File: src/rtl/i2c_irq_pkg.sv
package i2c_irq_pkg;
  localparam int NUM_STICKY = 7;
  localparam int STAT_W     = 16;
  localparam int STICKY_LSB = 5;
  localparam int EMPTY_BIT  = 4;

  // index inside the sticky vector; status bit = STICKY_LSB + index
  localparam int STK_RDREQ   = 0;
  localparam int STK_TXABORT = 1;
  localparam int STK_RXDONE  = 2;
  localparam int STK_ACTIV   = 3;
  localparam int STK_STOP    = 4;
  localparam int STK_START   = 5;
  localparam int STK_GENCALL = 6;

  typedef struct packed {
    logic [NUM_STICKY-1:0] setMask;
    logic [NUM_STICKY-1:0] clrMask;
    logic                  holdZero;
    logic                  flush;
    logic                  inc;
    logic                  dec;
  } irq_strobe_t;
endpackage

File: src/rtl/i2c_irq_ctrl.sv
module i2c_irq_ctrl
  import i2c_irq_pkg::*;
#(
  parameter int FIFO_DEPTH = 8,
  parameter int LVL_W      = $clog2(FIFO_DEPTH + 1)
) (
  input  logic                  ctrlEn,
  input  logic                  engineBusy,
  input  logic [LVL_W-1:0]      txThresh,
  input  logic [NUM_STICKY-1:0] evVec,
  input  logic [NUM_STICKY-1:0] clrVec,
  input  logic                  clrAll,
  input  logic                  txPush,
  input  logic                  txPop,
  input  logic [LVL_W-1:0]      levelQ,
  input  logic                  abortQ,
  output irq_strobe_t           stb,
  output logic                  txEmpty
);
  localparam logic [LVL_W-1:0] FULL = LVL_W'(FIFO_DEPTH);

  logic flushNow;
  logic pushOk;
  logic popOk;

  always_comb begin
    flushNow = !ctrlEn || abortQ || evVec[STK_TXABORT];
    pushOk   = txPush && !flushNow && (levelQ != FULL);
    popOk    = txPop && !flushNow && (levelQ != '0);

    stb.setMask  = ctrlEn ? evVec : '0;
    stb.clrMask  = clrVec | {NUM_STICKY{clrAll}};
    stb.holdZero = !ctrlEn;
    stb.flush    = flushNow;
    stb.inc      = pushOk && !popOk;
    stb.dec      = popOk && !pushOk;

    txEmpty = ctrlEn ? (levelQ <= txThresh) : engineBusy;
  end
endmodule

File: src/rtl/i2c_irq_dp.sv
module i2c_irq_dp
  import i2c_irq_pkg::*;
#(
  parameter int FIFO_DEPTH = 8,
  parameter int LVL_W      = $clog2(FIFO_DEPTH + 1)
) (
  input  logic                  clk,
  input  logic                  rstN,
  input  irq_strobe_t           stb,
  output logic [NUM_STICKY-1:0] stickyQ,
  output logic [LVL_W-1:0]      levelQ
);
  localparam logic [LVL_W-1:0] FULL = LVL_W'(FIFO_DEPTH);

  always_ff @(posedge clk or negedge rstN) begin
    if (!rstN) begin
      stickyQ <= '0;
    end else if (stb.holdZero) begin
      stickyQ <= '0;
    end else begin
      stickyQ <= stb.setMask | (stickyQ & ~stb.clrMask);
    end
  end

  always_ff @(posedge clk or negedge rstN) begin
    if (!rstN) begin
      levelQ <= '0;
    end else if (stb.flush) begin
      levelQ <= '0;
    end else if (stb.inc) begin
      levelQ <= levelQ + 1'b1;
    end else if (stb.dec) begin
      levelQ <= levelQ - 1'b1;
    end
  end

  AST_SET_WINS: assert property (@(posedge clk) disable iff (!rstN)
    (stb.setMask != '0) |=> ((stickyQ & $past(stb.setMask)) == $past(stb.setMask)));
  AST_DISABLE_CLEARS: assert property (@(posedge clk) disable iff (!rstN)
    stb.holdZero |=> (stickyQ == '0));
  AST_FLUSH_EMPTY: assert property (@(posedge clk) disable iff (!rstN)
    stb.flush |=> (levelQ == '0));
  AST_NO_OVERFLOW: assert property (@(posedge clk) disable iff (!rstN)
    levelQ <= FULL);
endmodule

File: src/rtl/i2c_irq_status.sv
module i2c_irq_status
  import i2c_irq_pkg::*;
#(
  parameter int FIFO_DEPTH = 8,
  parameter int LVL_W      = $clog2(FIFO_DEPTH + 1)
) (
  input  logic              clk,
  input  logic              rstN,
  input  logic              ctrlEn,
  input  logic [LVL_W-1:0]  txThresh,
  input  logic              engineBusy,
  input  logic              evGenCall,
  input  logic              evStart,
  input  logic              evStop,
  input  logic              evActivity,
  input  logic              evRxDone,
  input  logic              evTxAbort,
  input  logic              evRdReq,
  input  logic              txPush,
  input  logic              txPop,
  input  logic              clrGenCall,
  input  logic              clrStart,
  input  logic              clrStop,
  input  logic              clrActivity,
  input  logic              clrRxDone,
  input  logic              clrTxAbort,
  input  logic              clrRdReq,
  input  logic              clrAll,
  output logic [STAT_W-1:0] rawStat,
  output logic [LVL_W-1:0]  txLevel,
  output logic              txFlush,
  output logic              sclHold
);
  logic [NUM_STICKY-1:0] evVec;
  logic [NUM_STICKY-1:0] clrVec;
  logic [NUM_STICKY-1:0] stickyQ;
  logic [LVL_W-1:0]      levelQ;
  logic                  txEmpty;
  irq_strobe_t           stb;

  assign evVec  = {evGenCall, evStart, evStop, evActivity, evRxDone, evTxAbort, evRdReq};
  assign clrVec = {clrGenCall, clrStart, clrStop, clrActivity, clrRxDone, clrTxAbort, clrRdReq};

  i2c_irq_ctrl #(.FIFO_DEPTH(FIFO_DEPTH), .LVL_W(LVL_W)) i_ctrl (
    .ctrlEn(ctrlEn), .engineBusy(engineBusy), .txThresh(txThresh),
    .evVec(evVec), .clrVec(clrVec), .clrAll(clrAll),
    .txPush(txPush), .txPop(txPop), .levelQ(levelQ),
    .abortQ(stickyQ[STK_TXABORT]), .stb(stb), .txEmpty(txEmpty)
  );

  i2c_irq_dp #(.FIFO_DEPTH(FIFO_DEPTH), .LVL_W(LVL_W)) i_dp (
    .clk(clk), .rstN(rstN), .stb(stb), .stickyQ(stickyQ), .levelQ(levelQ)
  );

  always_comb begin
    rawStat = '0;
    rawStat[STICKY_LSB +: NUM_STICKY] = stickyQ;
    rawStat[EMPTY_BIT] = txEmpty;
  end

  assign txLevel = levelQ;
  assign txFlush = stb.flush;
  assign sclHold = stickyQ[STK_RDREQ];

  AST_RESERVED_ZERO: assert property (@(posedge clk) disable iff (!rstN)
    (rawStat[15:12] == 4'h0) && (rawStat[3:0] == 4'h0));
endmodule

File: config.mk
export PLATFORM = sky130hd
export DESIGN_NAME = i2c_irq_status
export DESIGN_NICKNAME = d
export VERILOG_FILES = /design/src/rtl/i2c_irq_pkg.sv /design/src/rtl/i2c_irq_ctrl.sv /design/src/rtl/i2c_irq_dp.sv /design/src/rtl/i2c_irq_status.sv
export SDC_FILE = /design/constraint.sdc
export NUM_CORES = 1
export LEC_CHECK = 0
export BUFFER_PORTS_ARGS = -buffer_cell sky130_fd_sc_hd__buf_4
export CAP_MARGIN = 15
export CELL_PAD_IN_SITES_DETAIL_PLACEMENT = 0
export CELL_PAD_IN_SITES_GLOBAL_PLACEMENT = 2
export CORE_MARGIN = 4
export CORE_UTILIZATION = 21
export CTS_CLUSTER_DIAMETER = 30
export DETAILED_ROUTE_END_ITERATION = 6
export PLACE_DENSITY_LB_ADDON = 0.1
export SLEW_MARGIN = 20
export SYNTH_ARGS = -nofsm -noshare
export SYNTH_HDL_FRONTEND = slang
export SYNTH_SLANG_ARGS = --single-unit
File: constraint.sdc
create_clock -name clk -period 2.1 [get_ports clk]
set_input_delay 0.105 -clock clk [delete_from_list [all_inputs] [get_ports clk]]
set_output_delay 0.105 -clock clk [all_outputs]
set_load 0.1 [all_outputs]
==> metrics.md, run 1 <==
| Metric | Value |
|---|---|
| Flops & latches, synth | 11 |
| Unrepaired setup endpoints after global routing | yes |
| Die W | 71.5 um |
| Crit Path Class | reg -> reg |
| Die ar. | 0.00511 mm^2 |
| Final Cycle Share | 97.9% |
| CTS Buffer Depth | 2 |
| VDD IR max | 0.000339 V |
| Num CTS Buffers | 3 |
| Wire per inst | 12.4 um |
| Row Count | 22 |
| LEAKAGE | 0.654 nW |
| PD cells | 621 mW/mm^2 |
| Max-slew violation count | 0 |
| Initial core utilization | 22.5% |
| Layout cell share with drive strength beyond 1 | 45.8% |
| Post-route antenna net violation count | 0 |
| PortBufs | 38 |
| Critical path peak fanout | 4 |
| Via density | 4.05 |
| Maxcap violations | 0 |
| # fillers | 394 |
| Worst Hold Margin | 107 ps |
| Cells along the critical path | buf_6 -> nor3_4 -> nand2_1 -> nand4_1 -> ha_4 -> a21oi_4 -> nor4bb_4 -> o21bai_1 -> a31oi_1 |
| Clock Skew | 0.469 ps |
| Critical Path Sink Type | flop |
| CP required | 2250 ps |
| Worst Slack Setup Final | 44.5 ps |
| Syn_area_per_cell | 8.82 um^2 |
| Largest net degree at the start of global routing | 12 |
| Initial antenna violation count | 0 |
| Top delay family on crit path | simple AND/OR/NAND/NOR gates |
| HP Class | in -> reg |
| Tot GR Track Use | 9.37% |
| Non-filler instance count after layout | 192 |
| Most frequent cells in the layout | buf_4, nor2_1, inv_1 |
| Cell count after placement | 183 |
| Routability Congestion | 0.762 |
| Root Driver | clkbuf_8 |
| Post-Route Utilization | 36.8% |
| Commonest non-fill, non-tap cell in the layout | buf_4 |
| Antenna fix cells | 0 |
| CP arrival | 2200 ps |
| Area grow syn2layout | 63.7% |
| Worst-Skew Late Latency | 230 ps |
| YS warnings | 0 |
| Gr ovfl total | 0 |
| 1st-iter DRT viols | 24 |
| DRC | 0 |
| Buffers and inverters on the worst path | 1 |
| Vias in the first global route | 804 |
| # H-tree levels | 1 |
| First-pass iteration count of the detailed router | 2 |
| Io pins | 47 |
| Largest cells by area after synthesis | dfrtp_1, buf_4, ha_1 |
| Hold Fails Final Rpt | 0 |
| Total power | 861 uW |
| Nets | 177 |
| Unique masters post-synth | 30 |
| Synth Cell Area | 847 um^2 |
| Startpoint types | flop |
| Slowest Stage Delay on Critical Path | 500 ps |
| Status | finished clean |
| CTS tree | built |
| Die Ht | 71.5 um |
| Slowest cell on the critical path | dfrtp_4 |
| Fin crit period | 2060 ps |
| Vias | 778 |
| Clock Sink Count | 11 |
| Final setup fails | 0 |
| Seq/Total Area, Yosys | 32.5% |
| Syn Inst Count | 96 |
| Fmax | 0.487 GHz |
| Detailed Place HPWL | 1910 um |
| Final WL | 2390 um |
| Worst slack at placement | -28.3 ps |
| First-pass GRT wire length | 3770 um |
| Post-synth top area share | 32.5% |
| Clock slew at reported path FFs | 50 ps |
| Core ar. | 0.00377 mm^2 |
| Biggest area consumer among synthesized cells | dfrtp_1 |
-- layer usage --
metal	vias up	routed length, um	share of wire (%)	global-route usage (%)
met2	29	1060	45	15.6
met4	0	23	0.96	1.88
met3	2	198	8.3	3.51
met1	346	1100	46	11.6
li1	401	-	-	-
met5	-	0	0	0
-- cells in the mapped netlist --
library cell  number
a31o_2             1
conb_1             1
clkbuf_1           1
a211oi_1           1
o21a_1             1
buf_4             11
nand2_1            3
nor2_1            12
nor4bb_1           1
nand3_1            2
mux2i_1            2
o21ai_0            3
a211oi_4           1
fa_1               1
o31ai_1            1
a31oi_1            1
nand4_1            2
and3b_1            1
inv_1              9
a21boi_0           1
o21bai_1           1
o211ai_1           1
a21oi_1            8
dfrtp_1           11
and2_1             1
o311a_4            1
ha_1               6
xnor2_1            2
nor3_1             1
nor2b_1            8
-- worst paths after layout --
check | start | to | slack, ps | cells past startpoint
setup reg to reg | i_dp.levelQ[2] | i_dp.levelQ[3] | 40 | 9
min in group asynchronous | rstN | i_dp.stickyQ[5] | 250 | 2
hold / removal | evRdReq | i_dp.stickyQ[0] | 110 | 3
setup / recovery | i_dp.levelQ[2] | i_dp.levelQ[3] | 40 | 9
max in group asynchronous | rstN | i_dp.levelQ[1] | 1680 | 2
hold reg to reg | i_dp.stickyQ[3] | i_dp.stickyQ[3] | 540 | 2
-- power breakdown --
group	switching, mW	total (mW)	internal [mW]
Clock	0.0762	0.209	0.133
Sequential	0.0120	0.239	0.227
Combinational	0.277	0.413	0.136
-- sequential cells by signal, indices dropped and copies added, names as in the netlist --
| name | cells |
|---|---|
| i_dp.levelQ | 4 |
| i_dp.stickyQ | 7 |
-- worst min-delay path, cell delays in order --
cell	delay (ps)
buf_4	80
a21oi_1	30
nor2b_1	90
-- area by class of cell --
class	count	area [um^2]	share of cell area, %
flip-flops and latches	11	288	20.8
multi-input cells	71	569	41.1
inverters	9	33.8	2.44
well taps	48	60.1	4.33
repair buffers	49	390	28.2
clock buffers	4	45.0	3.25
-- cells by family after synthesis --
group / count (synthesis) / synth area share (%)
flops: 11 / 32.5
other cells: 1 / 0.443
fa+ha+maj: 7 / 11.2
compound gates: 21 / 18.5
xor+xnor: 2 / 2.07
mux: 2 / 2.36
simple gates: 31 / 18.8
buf+inv: 21 / 14.2
-- metrics by stage --
stage          cell area, um^2  TNS (ps)
6_report                  1390         0
5_1_grt                   1390     -85.3
4_1_cts                   1350         0
3_5_place_dp              1230     -28.3
3_3_place_gp              1230         0
2_1_floorplan              927     -52.5
-- what timing repair did --
item	in CTS	in global routing
hold buffers	1	0
resized for setup	7	6
pin swaps	9	4
endpoints found under the hold margin	11	0
setup buffers	4	0
setup endpoints to repair	2	3
Power figures use the tool's default switching activity.
==> run 2, diff against run 1 <==
--- a/config.mk
+++ b/config.mk
@@ -13,7 +13,7 @@
 export CORE_UTILIZATION = 21
 export CTS_CLUSTER_DIAMETER = 30
 export DETAILED_ROUTE_END_ITERATION = 6
-export PLACE_DENSITY_LB_ADDON = 0.1
+export PLACE_DENSITY = 0.84
 export SLEW_MARGIN = 20
 export SYNTH_ARGS = -nofsm -noshare
 export SYNTH_HDL_FRONTEND = slang
==> metrics.md, run 2 (synthesis gave the netlist of run 1 again) <==
| Metric | Value |
|---|---|
| Status | finished clean (unchanged) |
| Gr ovfl total | 0 (unchanged) |
| Die W | 71.5 um (unchanged) |
| Core ar. | 0.00377 mm^2 (unchanged) |
| Critical Path Sink Type | flop (unchanged) |
| Largest register FFs | 7 (unchanged) |
| Row Count | 22 (unchanged) |
| Wire per inst | 11.7 um (was 12.4 um) |
| 1st-iter DRT viols | 9 (was 24) |
| # fillers | 385 (was 394) |
| First-pass iteration count of the detailed router | 4 (was 2) |
| Antenna fix cells | 0 (unchanged) |
| CTS Buffer Depth | 2 (unchanged) |
| Crit Path Class | reg -> reg (unchanged) |
| Final setup fails | 0 (unchanged) |
| PortBufs | 38 (unchanged) |
| HP Class | in -> reg (unchanged) |
| Routability Congestion | 0.901 (was 0.762) |
| Die Ht | 71.5 um (unchanged) |
| Largest net degree at the start of global routing | 12 (unchanged) |
| Final WL | 2230 um (was 2390 um) |
| Fin crit period | 2040 ps (was 2060 ps) |
| Worst-Skew Late Latency | 230 ps (about the same) |
| Num CTS Buffers | 3 (unchanged) |
| First-pass GRT wire length | 3590 um (was 3770 um) |
| Io pins | 47 (unchanged) |
| Layout cell share with drive strength beyond 1 | 44.4% (was 45.8%) |
| TNS Setup | 0 ps (unchanged) |
| Largest register by flop count | i_dp.stickyQ (unchanged) |
| Commonest non-fill, non-tap cell in the layout | buf_4 (unchanged) |
| CP required | 2250 ps (about the same) |
| Initial core utilization | 22.5% (unchanged) |
| Critical path peak fanout | 4 (unchanged) |
| Maxcap violations | 0 (unchanged) |
| PD cells | 623 mW/mm^2 (was 621 mW/mm^2) |
| Unrepaired setup endpoints after global routing | yes (unchanged) |
| Root Driver | clkbuf_8 (unchanged) |
| Clock Sink Count | 11 (unchanged) |
| Largest regs | i_dp.stickyQ x7, i_dp.levelQ x4 (unchanged) |
| Vias in the first global route | 809 (was 804) |
| CTS tree | built (unchanged) |
| Startpoint types | flop (unchanged) |
| Initial antenna violation count | 0 (unchanged) |
| Most frequent cells in the layout | buf_4, nor2_1, inv_1 (unchanged) |
| DRC | 0 (unchanged) |
| Hold Fails Final Rpt | 0 (unchanged) |
| LEAKAGE | 0.642 nW (was 0.654 nW) |
| VDD IR max | 0.000165 V (was 0.000339 V) |
| Nets | 175 (was 177) |
| Post-route antenna net violation count | 0 (unchanged) |
| Die ar. | 0.00511 mm^2 (unchanged) |
| # H-tree levels | 1 (unchanged) |
| Final Cycle Share | 97.0% (was 97.9%) |
| CP arrival | 2190 ps (was 2200 ps) |
| Clock Skew | 1.86 ps (was 0.469 ps) |
| Tot GR Track Use | 8.39% (was 9.37%) |
| Worst Hold Margin | 114 ps (was 107 ps) |
| Via density | 4.13 (was 4.05) |
| Fmax | 0.491 GHz (was 0.487 GHz) |
| Max-slew violation count | 0 (unchanged) |
| Vias | 784 (was 778) |
| Clock slew at reported path FFs | 50 ps (about the same) |
| Area grow syn2layout | 59.2% (was 63.7%) |
| Detailed Place HPWL | 1820 um (was 1910 um) |
## run 2: cell types whose count changed in the layout (fill, tap and decap cells not counted), sizes merged
| cell | change |
|---|---|
| buf | -2 |
## run 2: per-stage QoR
step	utilization [%]	worst slack, ps	instance area (um^2)	power, mW	instances
after floorplan	-	-52.5	927	0.535	103
after detailed placement	32.4	-5.81	1220	0.620	182
after CTS	34.9	-12.1	1320	0.845	189
after global routing	35.8	-48.0	1350	0.887	190
after global placement	32.4	44.2	1220	0.615	182
final	35.8	62.5	1350	0.841	190
## run 2: what timing repair did
action | CTS | global route
hold buffers | 1 | 0
pin swaps | 8 | 5
endpoints found under the setup margin | 2 | 2
endpoints found under the hold margin | 11 | 0
buffers inserted | 2 | 1
gates resized for setup | 6 | 4
## run 2: cell type report
| class | count | area, um^2 | share of cell area [%] |
|---|---|---|---|
| multi-input cells | 71 | 551 | 40.8 |
| flip-flops and latches | 11 | 288 | 21.3 |
| inverters | 9 | 33.8 | 2.50 |
| clock buffers | 4 | 45.0 | 3.34 |
| repair buffers | 47 | 372 | 27.6 |
| well taps | 48 | 60.1 | 4.45 |
## run 2: report_power, final
group	total (mW)	switching [mW]	internal (mW)
Clock	0.202	0.0697	0.132
Combinational	0.399	0.271	0.128
Sequential	0.240	0.0126	0.227
## run 2: worst paths after layout
kind                       slack [ps]  cells after the start              end            start
hold / removal                    110                      3  i_dp.stickyQ[6]        evGenCall
max in group asynchronous        1680                      2   i_dp.levelQ[1]             rstN
hold reg to reg                   530                      2  i_dp.stickyQ[6]  i_dp.stickyQ[6]
setup reg to reg                   60                      7   i_dp.levelQ[3]   i_dp.levelQ[1]
setup / recovery                   60                      7   i_dp.levelQ[3]   i_dp.levelQ[1]
min in group asynchronous         250                      2  i_dp.stickyQ[5]             rstN
## run 2: per-layer routing
| layer | global-route usage [%] | up-vias | routed length, um |
|---|---|---|---|
| met5 | 0 | - | 0 |
| met4 | 1.67 | 0 | 0 |
| met3 | 2.95 | 0 | 268 |
| met2 | 14.5 | 34 | 1070 |
| met1 | 10.1 | 352 | 889 |
| li1 | - | 398 | - |
## run 2: critical path: stages, from the launching register on
cell and delay (ps):
dfrtp_4 510, o31ai_4 260, nand4_1 230, ha_1 360, nand3_2 90, nor4bb_2 280
o21bai_1 100, a31oi_1 130
==> run 3, diff against run 2 <==
==> constraint.sdc (replaced) <==
create_clock -name clk -period 2.1 [get_ports clk]
set_input_delay 0.315 -clock clk [delete_from_list [all_inputs] [get_ports clk]]
set_output_delay 0.315 -clock clk [all_outputs]
set_load 0.1 [all_outputs]
==> metrics.md, run 3 (synthesis gave the netlist of run 1 again) <==
| Metric | Value |
|---|---|
| CP required | 2200 ps (was 2250 ps) |
| Final Cycle Share | 105% (was 97.0%) |
| Io pins | 47 (unchanged) |
| Slowest Stage Delay on Critical Path | 500 ps (was 510 ps) |
| Clock slew at reported path FFs | 50 ps (about the same) |
| Via density | 4.12 (was 4.13) |
| Final WL | 2560 um (was 2230 um) |
| Area occupied by multi-input gates | 598 um^2 (was 551 um^2) |
| Row Count | 22 (unchanged) |
| Layout cell share with drive strength beyond 1 | 50.7% (was 44.4%) |
| LEAKAGE | 0.682 nW (was 0.642 nW) |
| Tot GR Track Use | 10.2% (was 8.39%) |
| Maxcap violations | 0 (unchanged) |
| Total power | 891 uW (was 841 uW) |
| Critical path peak fanout | 3 (was 4) |
| 1st-iter DRT viols | 18 (was 9) |
| Crit Path Class | reg -> reg (unchanged) |
| CP arrival | 2310 ps (was 2190 ps) |
| Routability Congestion | 0.823 (was 0.901) |
| Initial antenna violation count | 0 (unchanged) |
| DRC | 0 (unchanged) |
| Slowest cell on the critical path | dfrtp_4 (unchanged) |
| CTS tree | built (unchanged) |
| Worst slack at placement | -82.8 ps (was -5.81 ps) |
| Vias | 807 (was 784) |
| Antenna fix cells | 0 (unchanged) |
| CTS Buffer Depth | 2 (unchanged) |
| Seq. cell area | 288 um^2 (unchanged) |
| # H-tree levels | 1 (unchanged) |
| Worst-Skew Late Latency | 230 ps (about the same) |
| Die W | 71.5 um (unchanged) |
| Core ar. | 0.00377 mm^2 (unchanged) |
| Status | complete, but fails checks (was finished clean) |
| Worst Slack Setup Final | -112 ps (was 62.5 ps) |
| Most frequent cells in the layout | buf_4, nor2_1, inv_1, nor2b_1, conb_1 (was buf_4, nor2_1, inv_1) |
| Clock Sink Count | 11 (unchanged) |
| Unrepaired setup endpoints after global routing | yes (unchanged) |
| Final setup fails | 4 (was 0) |
| Detailed Place HPWL | 1890 um (was 1820 um) |
| PD cells | 611 mW/mm^2 (was 623 mW/mm^2) |
| First-pass iteration count of the detailed router | 3 (was 4) |
| Post-Route Utilization | 38.7% (was 35.8%) |
| Vias in the first global route | 836 (was 809) |
| Cell count after placement | 179 (was 182) |
| Largest register FFs | 7 (unchanged) |
| Die ar. | 0.00511 mm^2 (unchanged) |
| Fin crit period | 2210 ps (was 2040 ps) |
| Fmax | 0.452 GHz (was 0.491 GHz) |
| Largest net degree at the start of global routing | 12 (unchanged) |
| Die Ht | 71.5 um (unchanged) |
| Buffers and inverters on the worst path | 1 (was 0) |
| Post-route antenna net violation count | 0 (unchanged) |
| First-pass GRT wire length | 4080 um (was 3590 um) |
| Max-slew violation count | 0 (unchanged) |
| Hold Fails Final Rpt | 0 (unchanged) |
| Critical Path Sink Type | flop (unchanged) |
| Root Driver | clkbuf_8 (unchanged) |
| Num CTS Buffers | 3 (unchanged) |
| Largest register by flop count | i_dp.stickyQ (unchanged) |
| PortBufs | 38 (unchanged) |
| Initial core utilization | 22.5% (unchanged) |
| # fillers | 375 (was 385) |
| Cells along the critical path | o31ai_4 -> nand4_1 -> ha_4 -> a21oi_4 -> buf_4 -> and3b_1 -> o21ai_1 -> a31oi_1 (was o31ai_4 -> nand4_1 -> ha_1 -> nand3_2 -> nor4bb_2 -> o21bai_1 -> a31oi_1) |
| Worst Hold Margin | 320 ps (was 114 ps) |
| HP Class | in -> reg (unchanged) |
| VDD IR max | 0.000179 V (was 0.000165 V) |
| Non-filler instance count after layout | 196 (was 190) |
| Wire per inst | 13.1 um (was 11.7 um) |
| Largest regs | i_dp.stickyQ x7, i_dp.levelQ x4 (unchanged) |
| Nets | 181 (was 175) |
| Commonest non-fill, non-tap cell in the layout | buf_4 (unchanged) |
| Startpoint types | flop (unchanged) |
| Gr ovfl total | 0 (unchanged) |
| Failing checks | negative setup slack |
| Area grow syn2layout | 72.1% (was 59.2%) |
| Top delay family on crit path | compound AO/OA/AOI/OAI gates (was simple AND/OR/NAND/NOR gates) |
| Clock Skew | 1.12 ps (was 1.86 ps) |
run 3: where the power goes:
part / internal [mW] / switching (mW)
combinational: 0.156 / 0.286
clock: 0.133 / 0.0753
sequential: 0.227 / 0.0138
run 3: per-layer routing:
layer,vias to the layer above,global-route usage (%),wire (um)
li1,411,-,-
met1,364,11.9,921
met2,32,17.8,1390
met3,0,3.23,252
met4,0,2.92,0
met5,-,0,0
run 3: final timing paths:
check,slack (ps),end,cells after the start,startpoint
min in group asynchronous,460,i_dp.levelQ[2],2,rstN
min,320,i_dp.stickyQ[6],3,evGenCall
min reg2reg,530,i_dp.stickyQ[6],2,i_dp.stickyQ[6]
max in group asynchronous,1480,i_dp.levelQ[1],2,rstN
max reg2reg,-110,i_dp.levelQ[3],8,i_dp.levelQ[2]
max,-110,i_dp.levelQ[3],8,i_dp.levelQ[2]
run 3: what timing repair did:
action	CTS	global route
setup endpoints to repair	2	4
endpoints found under the hold margin	11	0
gates resized for setup	11	11
setup buffers	9	3
hold buffers	1	0
pin swaps	10	11
run 3: final cells by class:
type,count,area share (%)
well taps,48,4.12
multi-input cells,71,41.0
flip-flops and latches,11,19.7
repair buffers,53,29.7
clock buffers,4,3.09
inverters,9,2.32
run 3: worst reg2reg max path, delay by kind of cell (launching register included):
family | cells | cell delay, ps
fa+ha+maj | 1 | 420
compound gates | 4 | 570
simple gates | 2 | 450
flops | 1 | 500
buf+inv | 1 | 130
run 3: stage by stage:
step / TNS [ps] / cell area, um^2
4_1_cts: -28.0 / 1380
3_5_place_dp: -82.8 / 1200
5_1_grt: -561 / 1460
6_report: -202 / 1460
2_1_floorplan: -52.5 / 931
3_3_place_gp: 0 / 1200
